--- src/rtl/rxq_pkg.sv ---
package rxq_pkg;
    typedef enum logic [2:0] {
        RX_IDLE,
        RX_START,
        RX_DATA,
        RX_PARITY,
        RX_STOP,
        RX_LINE_WAIT
    } rx_state_e;

    localparam logic [2:0] PAR_NONE  = 3'd0;
    localparam logic [2:0] PAR_EVEN  = 3'd1;
    localparam logic [2:0] PAR_ODD   = 3'd2;
    localparam logic [2:0] PAR_MARK  = 3'd3;
    localparam logic [2:0] PAR_SPACE = 3'd4;

    localparam int ERR_OVR = 0;
    localparam int ERR_PAR = 1;
    localparam int ERR_FRM = 2;
    localparam int ERR_BRK = 3;

    localparam int IRQ_LVL  = 0;
    localparam int IRQ_ERR  = 1;
    localparam int IRQ_TOUT = 2;

    typedef logic [3:0] rx_err_t;
endpackage

--- src/rtl/rxq_tick.sv ---
module rxq_tick #(
    parameter int DIV = 4
) (
    input  logic clk,
    input  logic rst_n,
    output logic tick
);
    generate
        if (DIV <= 1) begin : g_every
            assign tick = 1'b1;
        end else begin : g_div
            localparam int DW = $clog2(DIV);
            logic [DW-1:0] div_cnt;
            always_ff @(posedge clk or negedge rst_n) begin
                if (!rst_n)
                    div_cnt <= '0;
                else if (div_cnt == DW'(DIV - 1))
                    div_cnt <= '0;
                else
                    div_cnt <= div_cnt + 1'b1;
            end
            assign tick = (div_cnt == DW'(DIV - 1));
        end
    endgenerate
endmodule

--- src/rtl/rxq_deframer.sv ---
module rxq_deframer
    import rxq_pkg::*;
#(
    parameter int OSR = 16
) (
    input  logic       clk,
    input  logic       rst_n,
    input  logic       clear,
    input  logic       tick,
    input  logic       rx,
    input  logic [1:0] cfg_bits,
    input  logic [2:0] cfg_par,
    input  logic       cfg_two_stop,
    output logic       done,
    output logic [7:0] done_data,
    output rx_err_t    done_err,
    output logic       busy
);
    localparam int CW = $clog2(OSR);
    localparam logic [CW-1:0] MID  = CW'(OSR / 2 - 1);
    localparam logic [CW-1:0] LAST = CW'(OSR - 1);

    rx_state_e state, nxt;
    logic [CW-1:0] smp_cnt;
    logic [2:0]    bit_idx;
    logic          stop_idx;
    logic [7:0]    shreg;
    logic          par_bad, stop_bad, any_one;
    logic [2:0]    last_bit;
    logic          at_mid, at_last;

    assign last_bit = {1'b0, cfg_bits} + 3'd4;
    assign at_mid   = tick && (smp_cnt == MID);
    assign at_last  = tick && (smp_cnt == LAST);
    assign busy     = (state != RX_IDLE);

    // state register
    always_ff @(posedge clk or negedge rst_n) begin
        if (!rst_n) state <= RX_IDLE;
        else        state <= nxt;
    end

    // next state
    always_comb begin
        nxt = state;
        if (clear) begin
            nxt = RX_IDLE;
        end else begin
            unique case (state)
                RX_IDLE:      if (!rx) nxt = RX_START;
                RX_START:     if (at_mid) nxt = rx ? RX_IDLE : RX_DATA;
                RX_DATA:      if (at_last && bit_idx == last_bit)
                                  nxt = (cfg_par != PAR_NONE) ? RX_PARITY : RX_STOP;
                RX_PARITY:    if (at_last) nxt = RX_STOP;
                RX_STOP:      if (at_last && stop_idx == cfg_two_stop)
                                  nxt = rx ? RX_IDLE : RX_LINE_WAIT;
                RX_LINE_WAIT: if (rx) nxt = RX_IDLE;
                default:      nxt = RX_IDLE;
            endcase
        end
    end

    function automatic logic parity_wrong(input logic [2:0] mode,
                                          input logic [7:0] d, input logic p);
        logic odd_ones;
        odd_ones = ^d;
        unique case (mode)
            PAR_EVEN:  parity_wrong = odd_ones ^ p;
            PAR_ODD:   parity_wrong = ~(odd_ones ^ p);
            PAR_MARK:  parity_wrong = ~p;
            PAR_SPACE: parity_wrong = p;
            default:   parity_wrong = 1'b0;
        endcase
    endfunction

    // datapath and outputs
    always_ff @(posedge clk or negedge rst_n) begin
        if (!rst_n) begin
            smp_cnt   <= '0;
            bit_idx   <= '0;
            stop_idx  <= 1'b0;
            shreg     <= '0;
            par_bad   <= 1'b0;
            stop_bad  <= 1'b0;
            any_one   <= 1'b0;
            done      <= 1'b0;
            done_data <= '0;
            done_err  <= '0;
        end else begin
            done <= 1'b0;
            if (clear || state == RX_IDLE || state == RX_LINE_WAIT) begin
                smp_cnt  <= '0;
                bit_idx  <= '0;
                stop_idx <= 1'b0;
                shreg    <= '0;
                par_bad  <= 1'b0;
                stop_bad <= 1'b0;
                any_one  <= 1'b0;
            end else if (tick) begin
                unique case (state)
                    RX_START: smp_cnt <= at_mid ? '0 : smp_cnt + 1'b1;
                    RX_DATA: begin
                        if (at_last) begin
                            shreg[bit_idx] <= rx;
                            any_one        <= any_one | rx;
                            bit_idx        <= bit_idx + 1'b1;
                            smp_cnt        <= '0;
                        end else begin
                            smp_cnt <= smp_cnt + 1'b1;
                        end
                    end
                    RX_PARITY: begin
                        if (at_last) begin
                            par_bad <= parity_wrong(cfg_par, shreg, rx);
                            any_one <= any_one | rx;
                            smp_cnt <= '0;
                        end else begin
                            smp_cnt <= smp_cnt + 1'b1;
                        end
                    end
                    RX_STOP: begin
                        if (at_last) begin
                            smp_cnt <= '0;
                            if (stop_idx == cfg_two_stop) begin
                                done      <= 1'b1;
                                done_data <= shreg;
                                done_err[ERR_OVR] <= 1'b0;
                                done_err[ERR_BRK] <= ~(any_one | rx);
                                done_err[ERR_FRM] <= stop_bad | ~rx;
                                done_err[ERR_PAR] <= par_bad & (any_one | rx);
                            end else begin
                                stop_idx <= 1'b1;
                                stop_bad <= stop_bad | ~rx;
                                any_one  <= any_one | rx;
                            end
                        end else begin
                            smp_cnt <= smp_cnt + 1'b1;
                        end
                    end
                    default: smp_cnt <= '0;
                endcase
            end
        end
    end

    assert_single_push_R3: assert property (@(posedge clk) disable iff (!rst_n)
        done |=> !done);

    assert_break_frame_R4: assert property (@(posedge clk) disable iff (!rst_n)
        (done && done_err[ERR_BRK]) |-> (done_err[ERR_FRM] && !done_err[ERR_PAR] && done_data == 8'h00));
endmodule

--- src/rtl/rxq_store.sv ---
module rxq_store
    import rxq_pkg::*;
#(
    parameter int DEPTH = 16,
    parameter int W     = 8
) (
    input  logic         clk,
    input  logic         rst_n,
    input  logic         clear,
    input  logic         push,
    input  logic [W-1:0] push_data,
    input  rx_err_t      push_err,
    input  logic         pop,
    output logic [W-1:0] head_data,
    output rx_err_t      head_err,
    output logic [$clog2(DEPTH):0] cnt,
    output logic         ovr_evt
);
    localparam int PW   = $clog2(DEPTH);
    localparam int CNTW = PW + 1;

    logic [W-1:0] mem_d [DEPTH];
    rx_err_t      mem_e [DEPTH];
    logic [PW-1:0] rd_ptr, wr_ptr;
    logic full, empty, do_push, do_pop;

    function automatic logic [PW-1:0] step(input logic [PW-1:0] p);
        return (p == PW'(DEPTH - 1)) ? '0 : p + 1'b1;
    endfunction

    assign full    = (cnt == CNTW'(DEPTH));
    assign empty   = (cnt == '0);
    assign do_pop  = pop && !empty;
    assign do_push = push && (!full || do_pop);
    assign ovr_evt = push && full && !do_pop && !clear;

    always_ff @(posedge clk or negedge rst_n) begin
        if (!rst_n) begin
            rd_ptr <= '0;
            wr_ptr <= '0;
            cnt    <= '0;
        end else if (clear) begin
            rd_ptr <= '0;
            wr_ptr <= '0;
            cnt    <= '0;
        end else begin
            if (do_push) wr_ptr <= step(wr_ptr);
            if (do_pop)  rd_ptr <= step(rd_ptr);
            if (do_push && !do_pop)      cnt <= cnt + 1'b1;
            else if (!do_push && do_pop) cnt <= cnt - 1'b1;
        end
    end

    always_ff @(posedge clk) begin
        if (!clear) begin
            if (do_push) begin
                mem_d[wr_ptr] <= push_data;
                mem_e[wr_ptr] <= push_err;
            end
            if (ovr_evt) mem_e[rd_ptr][ERR_OVR] <= 1'b1;
        end
    end

    assign head_data = mem_d[rd_ptr];
    assign head_err  = mem_e[rd_ptr];

    assert_full_hold_R6: assert property (@(posedge clk) disable iff (!rst_n)
        (full && push && !pop && !clear) |=> (cnt == CNTW'(DEPTH)));

    assert_count_bound_R7: assert property (@(posedge clk) disable iff (!rst_n)
        cnt <= CNTW'(DEPTH));

    assert_pop_empty_R5: assert property (@(posedge clk) disable iff (!rst_n)
        (empty && pop && !push && !clear) |=> (cnt == '0));

    assert_flush_empty_R10: assert property (@(posedge clk) disable iff (!rst_n)
        clear |=> (cnt == '0));
endmodule

--- src/rtl/rxq_irq.sv ---
module rxq_irq
    import rxq_pkg::*;
#(
    parameter int OSR        = 16,
    parameter int TOUT_CHARS = 4,
    parameter int CNTW       = 5
) (
    input  logic            clk,
    input  logic            rst_n,
    input  logic            clear,
    input  logic            tick,
    input  logic            busy,
    input  logic            frame_done,
    input  logic            err_evt,
    input  logic            pop_evt,
    input  logic [CNTW-1:0] cnt,
    input  logic [CNTW-1:0] cfg_trig,
    input  logic [1:0]      cfg_bits,
    input  logic            cfg_par_en,
    input  logic            cfg_two_stop,
    input  logic [2:0]      irq_clr,
    output logic [2:0]      status
);
    localparam int TMAX = 12 * OSR * TOUT_CHARS;
    localparam int TW   = $clog2(TMAX + 1);

    logic [TW-1:0]   timer, limit;
    logic [3:0]      char_bits;
    logic [CNTW-1:0] eff_trig;
    logic            armed, waiting, restart, tout_set, lvl_set;
    logic [2:0]      set_vec;

    assign char_bits = 4'd6 + {2'b00, cfg_bits} + {3'b000, cfg_par_en}
                     + (cfg_two_stop ? 4'd2 : 4'd1);
    assign limit     = TW'(char_bits) * TW'(OSR * TOUT_CHARS);
    assign waiting   = (cnt != '0) || armed;
    assign restart   = clear || busy || frame_done || pop_evt;
    assign tout_set  = !restart && tick && waiting && (timer == limit - 1'b1);
    assign eff_trig  = (cfg_trig == '0) ? CNTW'(1) : cfg_trig;
    assign lvl_set   = (cnt >= eff_trig);

    always_comb begin
        set_vec           = '0;
        set_vec[IRQ_LVL]  = lvl_set;
        set_vec[IRQ_ERR]  = err_evt;
        set_vec[IRQ_TOUT] = tout_set;
    end

    always_ff @(posedge clk or negedge rst_n) begin
        if (!rst_n) begin
            timer  <= '0;
            armed  <= 1'b0;
            status <= '0;
        end else begin
            if (restart)
                timer <= '0;
            else if (tick && waiting && timer != limit)
                timer <= timer + 1'b1;

            if (clear)           armed <= 1'b0;
            else if (frame_done) armed <= 1'b1;
            else if (tout_set)   armed <= 1'b0;

            status <= set_vec | (status & ~irq_clr);
        end
    end

    assert_w1c_R8: assert property (@(posedge clk) disable iff (!rst_n)
        (irq_clr[IRQ_TOUT] && !tout_set) |=> !status[IRQ_TOUT]);

    assert_tout_idle_R9: assert property (@(posedge clk) disable iff (!rst_n)
        tout_set |-> !busy);
endmodule

--- src/rtl/uart_rx_tagged.sv ---
module uart_rx_tagged
    import rxq_pkg::*;
#(
    parameter int DEPTH    = 16,
    parameter int OSR      = 16,
    parameter int TICK_DIV = 4
) (
    input  logic                     clk,
    input  logic                     rst_n,
    input  logic                     rx_line,
    input  logic [1:0]               cfg_data_bits,
    input  logic [2:0]               cfg_parity,
    input  logic                     cfg_two_stop,
    input  logic                     cfg_rx_en,
    input  logic [$clog2(DEPTH):0]   cfg_trig_lvl,
    input  logic                     fifo_flush,
    input  logic                     pop_data,
    output logic [7:0]               head_data,
    output logic [3:0]               head_err,
    output logic [$clog2(DEPTH)-1:0] fifo_count,
    output logic                     fifo_full,
    input  logic [2:0]               irq_clr,
    output logic [2:0]               irq_status,
    output logic                     irq
);
    localparam int PW   = $clog2(DEPTH);
    localparam int CNTW = PW + 1;

    logic [1:0]      sync;
    logic            tick, clear, busy, done, ovr_evt;
    logic [7:0]      done_data;
    rx_err_t         done_err, head_err_w;
    logic [CNTW-1:0] cnt;

    always_ff @(posedge clk or negedge rst_n) begin
        if (!rst_n) sync <= 2'b11;
        else        sync <= {sync[0], rx_line};
    end

    assign clear = fifo_flush || !cfg_rx_en;

    rxq_tick #(.DIV(TICK_DIV)) u_tick (
        .clk(clk), .rst_n(rst_n), .tick(tick)
    );

    rxq_deframer #(.OSR(OSR)) u_frm (
        .clk(clk), .rst_n(rst_n), .clear(clear), .tick(tick), .rx(sync[1]),
        .cfg_bits(cfg_data_bits), .cfg_par(cfg_parity), .cfg_two_stop(cfg_two_stop),
        .done(done), .done_data(done_data), .done_err(done_err), .busy(busy)
    );

    rxq_store #(.DEPTH(DEPTH), .W(8)) u_store (
        .clk(clk), .rst_n(rst_n), .clear(clear),
        .push(done), .push_data(done_data), .push_err(done_err),
        .pop(pop_data), .head_data(head_data), .head_err(head_err_w),
        .cnt(cnt), .ovr_evt(ovr_evt)
    );

    rxq_irq #(.OSR(OSR), .TOUT_CHARS(4), .CNTW(CNTW)) u_irq (
        .clk(clk), .rst_n(rst_n), .clear(clear), .tick(tick), .busy(busy),
        .frame_done(done), .err_evt((done && (|done_err)) || ovr_evt),
        .pop_evt(pop_data && (cnt != '0)), .cnt(cnt), .cfg_trig(cfg_trig_lvl),
        .cfg_bits(cfg_data_bits), .cfg_par_en(cfg_parity != PAR_NONE),
        .cfg_two_stop(cfg_two_stop), .irq_clr(irq_clr), .status(irq_status)
    );

    assign head_err   = head_err_w;
    assign fifo_count = cnt[PW-1:0];
    assign fifo_full  = cnt[PW];
    assign irq        = |irq_status;
endmodule

--- config.mk ---
export PLATFORM = sky130hd
export DESIGN_NAME = uart_rx_tagged
export DESIGN_NICKNAME = d
export VERILOG_FILES = /design/src/rtl/rxq_pkg.sv /design/src/rtl/rxq_tick.sv /design/src/rtl/rxq_deframer.sv /design/src/rtl/rxq_store.sv /design/src/rtl/rxq_irq.sv /design/src/rtl/uart_rx_tagged.sv
export SDC_FILE = /design/constraint.sdc
export NUM_CORES = 1
export LEC_CHECK = 0
export ABC_AREA = 1
export BUFFER_PORTS_ARGS = -buffer_cell sky130_fd_sc_hd__buf_2
export CORE_MARGIN = 2
export CORE_UTILIZATION = 56
export DETAILED_ROUTE_END_ITERATION = 12
export PLACE_DENSITY = 0.85
export SYNTH_ARGS = -nofsm -noshare
export SYNTH_HDL_FRONTEND = slang
export SYNTH_SLANG_ARGS = --single-unit
--- constraint.sdc ---
create_clock -name clk -period 2 [get_ports clk]
set_clock_uncertainty 0.05 [all_clocks]
set_input_delay 0.4 -clock clk [delete_from_list [all_inputs] [get_ports clk]]
set_output_delay 0.4 -clock clk [all_outputs]
set_load 0.05 [all_outputs]
After elaboration in Yosys (flattened, before gate mapping)
Memories as Yosys holds them, arrays and structs flattened. Cells that the tools add are included.

Memories kept: 2. RAM bits: 192. Bits in registers: 65. Word-level logic and storage cells: 220. Input bits: 20. Output and inout port bits: 21.

Bitwise operators: 11. Reduce and logical (&&, ||, !) cells: 64. Order comparisons: 3. Eq/ne operators: 29. Multiplexer cells: 79. Add/subtract/negate cells: 13.

Memory list: u_store.mem_d (depth 16, width 8, read ports 1, clocked after Yosys merged registers in 0, wr ports 1, line rxq_store.sv:22) `logic [W-1:0] mem_d [DEPTH];`; u_store.mem_e (depth 16, width 4, read ports 1, clocked after Yosys merged registers in 0, wr ports 1, line rxq_store.sv:23) `rx_err_t mem_e [DEPTH];`.

Operators with widths (count): $mux 4 (12); $mux 3 (13); $mux 1 (34); $mux 8 (4); $mux 10 (2); $mux 5 (4); $logic_and 1x1->1 (19); $ne 3x1->1 const B (6); $pmux 3 s6 (1); $reduce_bool 2->1 (8); $reduce_bool 3->1 (5); $add 4x1->4 const B (3); $eq 3x2->1 const B (4); $eq 4x4->1 const B (3); $add 10x1->10 const B (1); $eq 10x10->1 (1); $logic_not 5->1 (2); $ne 10x10->1 (1); $reduce_and 5->1 (2); $sub 10x1->10 const B (1); $eq 3x3->1 const B (3); $logic_or 1x1->1 (9); $reduce_or 3->1 (3); $bwmux 8 (1); 41 further kinds (57).

Longest topological paths before layout
Depth in word-level cells: 12. Mapped depth: 19. Gate-level depth less buffers: 19.

Cells and area by module
Synthesis repeated with hierarchy kept, for this count alone.

Cells, all modules: 1230. Area, all modules: 12334.3 um2.

Modules (own cells, without submodules): rxq_store (cells each 757, seq. area each 6090.8 um2, instances 1, area each 8853.5 um2); rxq_deframer (cells each 259, seq. area each 850.8 um2, instances 1, area each 2043.2 um2); rxq_irq (cells each 192, seq. area each 350.3 um2, instances 1, area each 1252.5 um2); uart_rx_tagged (cells each 18, seq. area each 52.6 um2, instances 1, area each 118.9 um2); rxq_tick (cells each 4, seq. area each 50.0 um2, instances 1, area each 66.3 um2).

Worst setup path before layout
No wires, ideal clock.

Path kind: register to output. Start point: register u_store.rd_ptr[0]. End point: output head_data[2]. Data required time: 1550 ps. Setup slack: -690 ps. Data arrival time: 2240 ps. Buffers on the path: 3. Cell stages (with the launch flop): 8. Cell sequence: dfrtp_1 -> buf_4 -> buf_2 -> clkbuf_1 -> nand2_1 -> nand3_1 -> nand3_1 -> o21ai_0.

Cells in the longest elaborated chain, start to end: 1.

RTL lines: from (decl) (line rxq_store.sv:24) `logic [PW-1:0] rd_ptr, wr_ptr;`; from (signal assigned) (line rxq_store.sv:48) `if (do_pop) rd_ptr <= step(rd_ptr);`; $mem_v2 16x8; to (decl) (line uart_rx_tagged.sv:18) `output logic [7:0] head_data,`.

Every way passes these cells.

Final worst setup path
Start point: register u_store.rd_ptr[0]. End point: output head_data[0].

The elaborated chain is that of the path after synthesis.

==> results.md <==
- Switching Power: 3.01 mW
- CTS tree: yes
- Post-Layout Cell Count: 1615
- Endpoints failing setup: 124
- Initial antenna violation count: 0
- CTS clk-pin slew, worst paths: 80 ps
- Worst Max-Slew Pin Slew: 715 ps
- Syn. warnings: 0
- Clock Latency Late Sink: 540 ps
- Initial Util: 56.6%
- Synthesized Nets: 1182
- Slew Limit Headroom: 52.4%
- Post-DRT Antenna Nets: 0
- Gr ovfl total: 0
- Final max-slew violation count: 0
- Critical Path AT: 2300 ps
- M2 GR Usage: 52.1%
- Remaining DRCs: 0
- Die footprint: 0.0222 mm^2
- Area delta synth->final: 34.0%
- RSZ-0062 raised after global routing: true
- Power Total: 11.8 mW
- Crit Path Category: register to output pin
- Clock share of power: 38.6%
- Synth top area share: 49.0%
- Ys flop type: edfxtp_1
- Critical Path Source Type: register
- Ratio of cells with drive above 1 in the final layout: 33.2%
- Chip Width: 149 um
- CTS Buffer Depth: 3
- Met1 Track Usage GR: 36.6%
- Detailed placer's ending HPWL: 19.6 mm
- Most common cell after layout, fill and taps aside: edfxtp_1
- IO Port Bufs: 40
- Syn Std Cell Area: 0.0118 mm^2
- Via-per-instance ratio: 6.25
- Unique masters post-synth: 50
- Post-Synthesis Cells: 1138
- Global-route wire length before repair: 51.4 mm
- Worst min path class: input port to register
- Pwr Density: 745 mW/mm^2
- CTS sink cnt: 257
- 1st-pass router iterations: 6
- WL/cell: 23.1 um
- Layer with the highest usage: met2
- CTS H-tree lvls: 1
- Async SR Flop Fraction: 25.3%
- Sw Ratio: 25.6%
- Leak pwr: 6.37 nW
- WHS: -2.12 ps
- Share of power burned in registers: 49.4%
- Final GP Congestion: 0.910
- Placed Cells: 1527
- Worst Path Max Fanout: 8
- Syn avg cell area: 10.3 um^2
- Peak supply drop: 0.681 mV
- Area contributors post-synth: edfxtp_1 (49%), dfrtp_1 (13%), nand2_1 (7.1%), o21ai_0 (4.5%), nor2_1 (4.1%)
- Post-synth EDFFs: 192
- Sequential-to-total area share from yosys stat: 62.8%
- Largest net degree at the start of global routing: 66
- Combinational power share: 12.0%
- Final Hold Viols: 1
- Root Driver: clkbuf_16
- Drt initial violations: 1248
- N_diodes: 0
- Routed wire length: 37.4 mm
- Global Route Usage Sum: 30.0%
- Period utilization: 137%
- Commonest non-fill, non-tap cells in the layout: edfxtp_1 (192), nand2_1 (187), buf_4 (91)
- Core area: 0.0208 mm^2
- Final setup margin: -746 ps
- Via count: 10087
- Internal: 8.75 mW
- Min Tclk post-route: 2750 ps
- Post-synth top area cell: edfxtp_1
- Met3 Usage GRT: 4.56%
- Critical path endpoint category: output pin
- Nets: 1366
- Core Rows: 53
- Chip Height: 149 um
- Fmax: 364 MHz
- Synth Register Bits: 257
- Worst EP required: 1550 ps
- CTS Buf Count: 25
- Vias in the first global route: 9625
- Status: finished with violations
- Ports: 41
- Failing checks: negative hold slack, negative setup slack
- Max Cap Viol: 0
[cell usage after synthesis, drive strengths merged (7+ instances only)]
master and n:
ha 22, nor3 31, o21ai 120, a21oi 49, dfrtp 63, buf 17
a221oi 16, xor2 7, nand4 10, inv 99, o22ai 17, nor2 140
clkbuf 24, edfxtp 192, nand2 226, nand3 65
[final cells by class]
type                            count  area, um^2
Sequential cell                   257        7410
Fill cell                        1180        5030
Multi-Input combinational cell    738        4870
Timing Repair Buffer              196        1970
Clock buffer                       34         701
Inverter                          103         428
Tap cell                          275         344
Clock inverter                     11        58.8
Timing Repair inverter              1        6.26
[what timing repair did]
item                                    4_1_cts  5_1_grt
resized for setup                           169      146
endpoints found under the setup margin      116      212
pin swaps                                    33       55
endpoints found under the hold margin        64        0
gates cloned                                  2        4
buffers inserted                             17       22
hold buffers                                  2        0
[stage by stage]
step                hold WS [ps]  setup TNS (ps)  worst slack [ps]  util, %  cell area (um^2)
floorplan                   54.4           -3660              -195        -             12100
global placement             296          -27380              -444     64.8             13500
detailed placement           297          -42620              -486     64.8             13500
CTS                         15.1           -9640              -576     72.1             15000
global route                54.8          -28940              -856     75.8             15800
finish                     -2.12          -23500              -746     75.8             15800
[layer usage]
| layer | part of all wire (%) | up-vias |
|---|---|---|
| met4 | 6.0 | 0 |
| met3 | 8.7 | 193 |
| met5 | 0 | - |
| met2 | 50 | 709 |
| li1 | - | 4341 |
| met1 | 35 | 4844 |
[flip-flops by register name (all words and copies together) (netlist names), 4 cells and up]
register	cells
u_frm.shreg	8
u_store.mem_e	64
u_frm.smp_cnt	4
u_store.rd_ptr	4
u_store.cnt	5
u_frm.done_data	8
u_irq.timer	10
u_store.mem_d	128
u_store.wr_ptr	4
[cell families (layout without fill, tap and decap cells)]
group	after synthesis	in the layout	share of synthesized area, %
buf+inv	144	345	4.88
xor+xnor	11	11	0.818
fa+ha+maj	24	24	2.68
flops	257	257	62.8
compound gates	224	224	11.0
mux	1	1	0.0850
simple gates	477	478	17.7
[worst max-delay path: stages, from the launching register on]
cell	delay, ps
dfrtp_2	420
buf_12	150
buf_12	140
buf_4	170
o21ai_1	250
o22ai_1	160
o21ai_2	200
o21ai_4	80
buf_6	160
[final timing paths]
check	startpoint	endpoint	slack, ps	cells past startpoint
max	u_store.rd_ptr[0]	head_data[0]	-750	8
min	irq_clr[2]	u_irq.status[2]	-2	2
max reg2reg	u_store.cnt[0]	u_store.cnt[4]	-280	13
min reg2reg	sync[0]	sync[1]	300	0
max in group asynchronous	rst_n	sync[0]	1220	3
min in group asynchronous	rst_n	u_store.rd_ptr[0]	360	3
[power by group through the flow]
| stage | sequential, mW | combinational, mW | clock (mW) |
|---|---|---|---|
| floorplan | 5.98 | 0.624 | 0 |
| global placement | 5.92 | 1.02 | 0 |
| detailed placement | 5.92 | 1.05 | 0 |
| CTS | 5.81 | 1.17 | 4.44 |
| global route | 5.82 | 1.50 | 4.70 |
| finish | 5.82 | 1.41 | 4.54 |
Power figures use the tool's default switching activity.
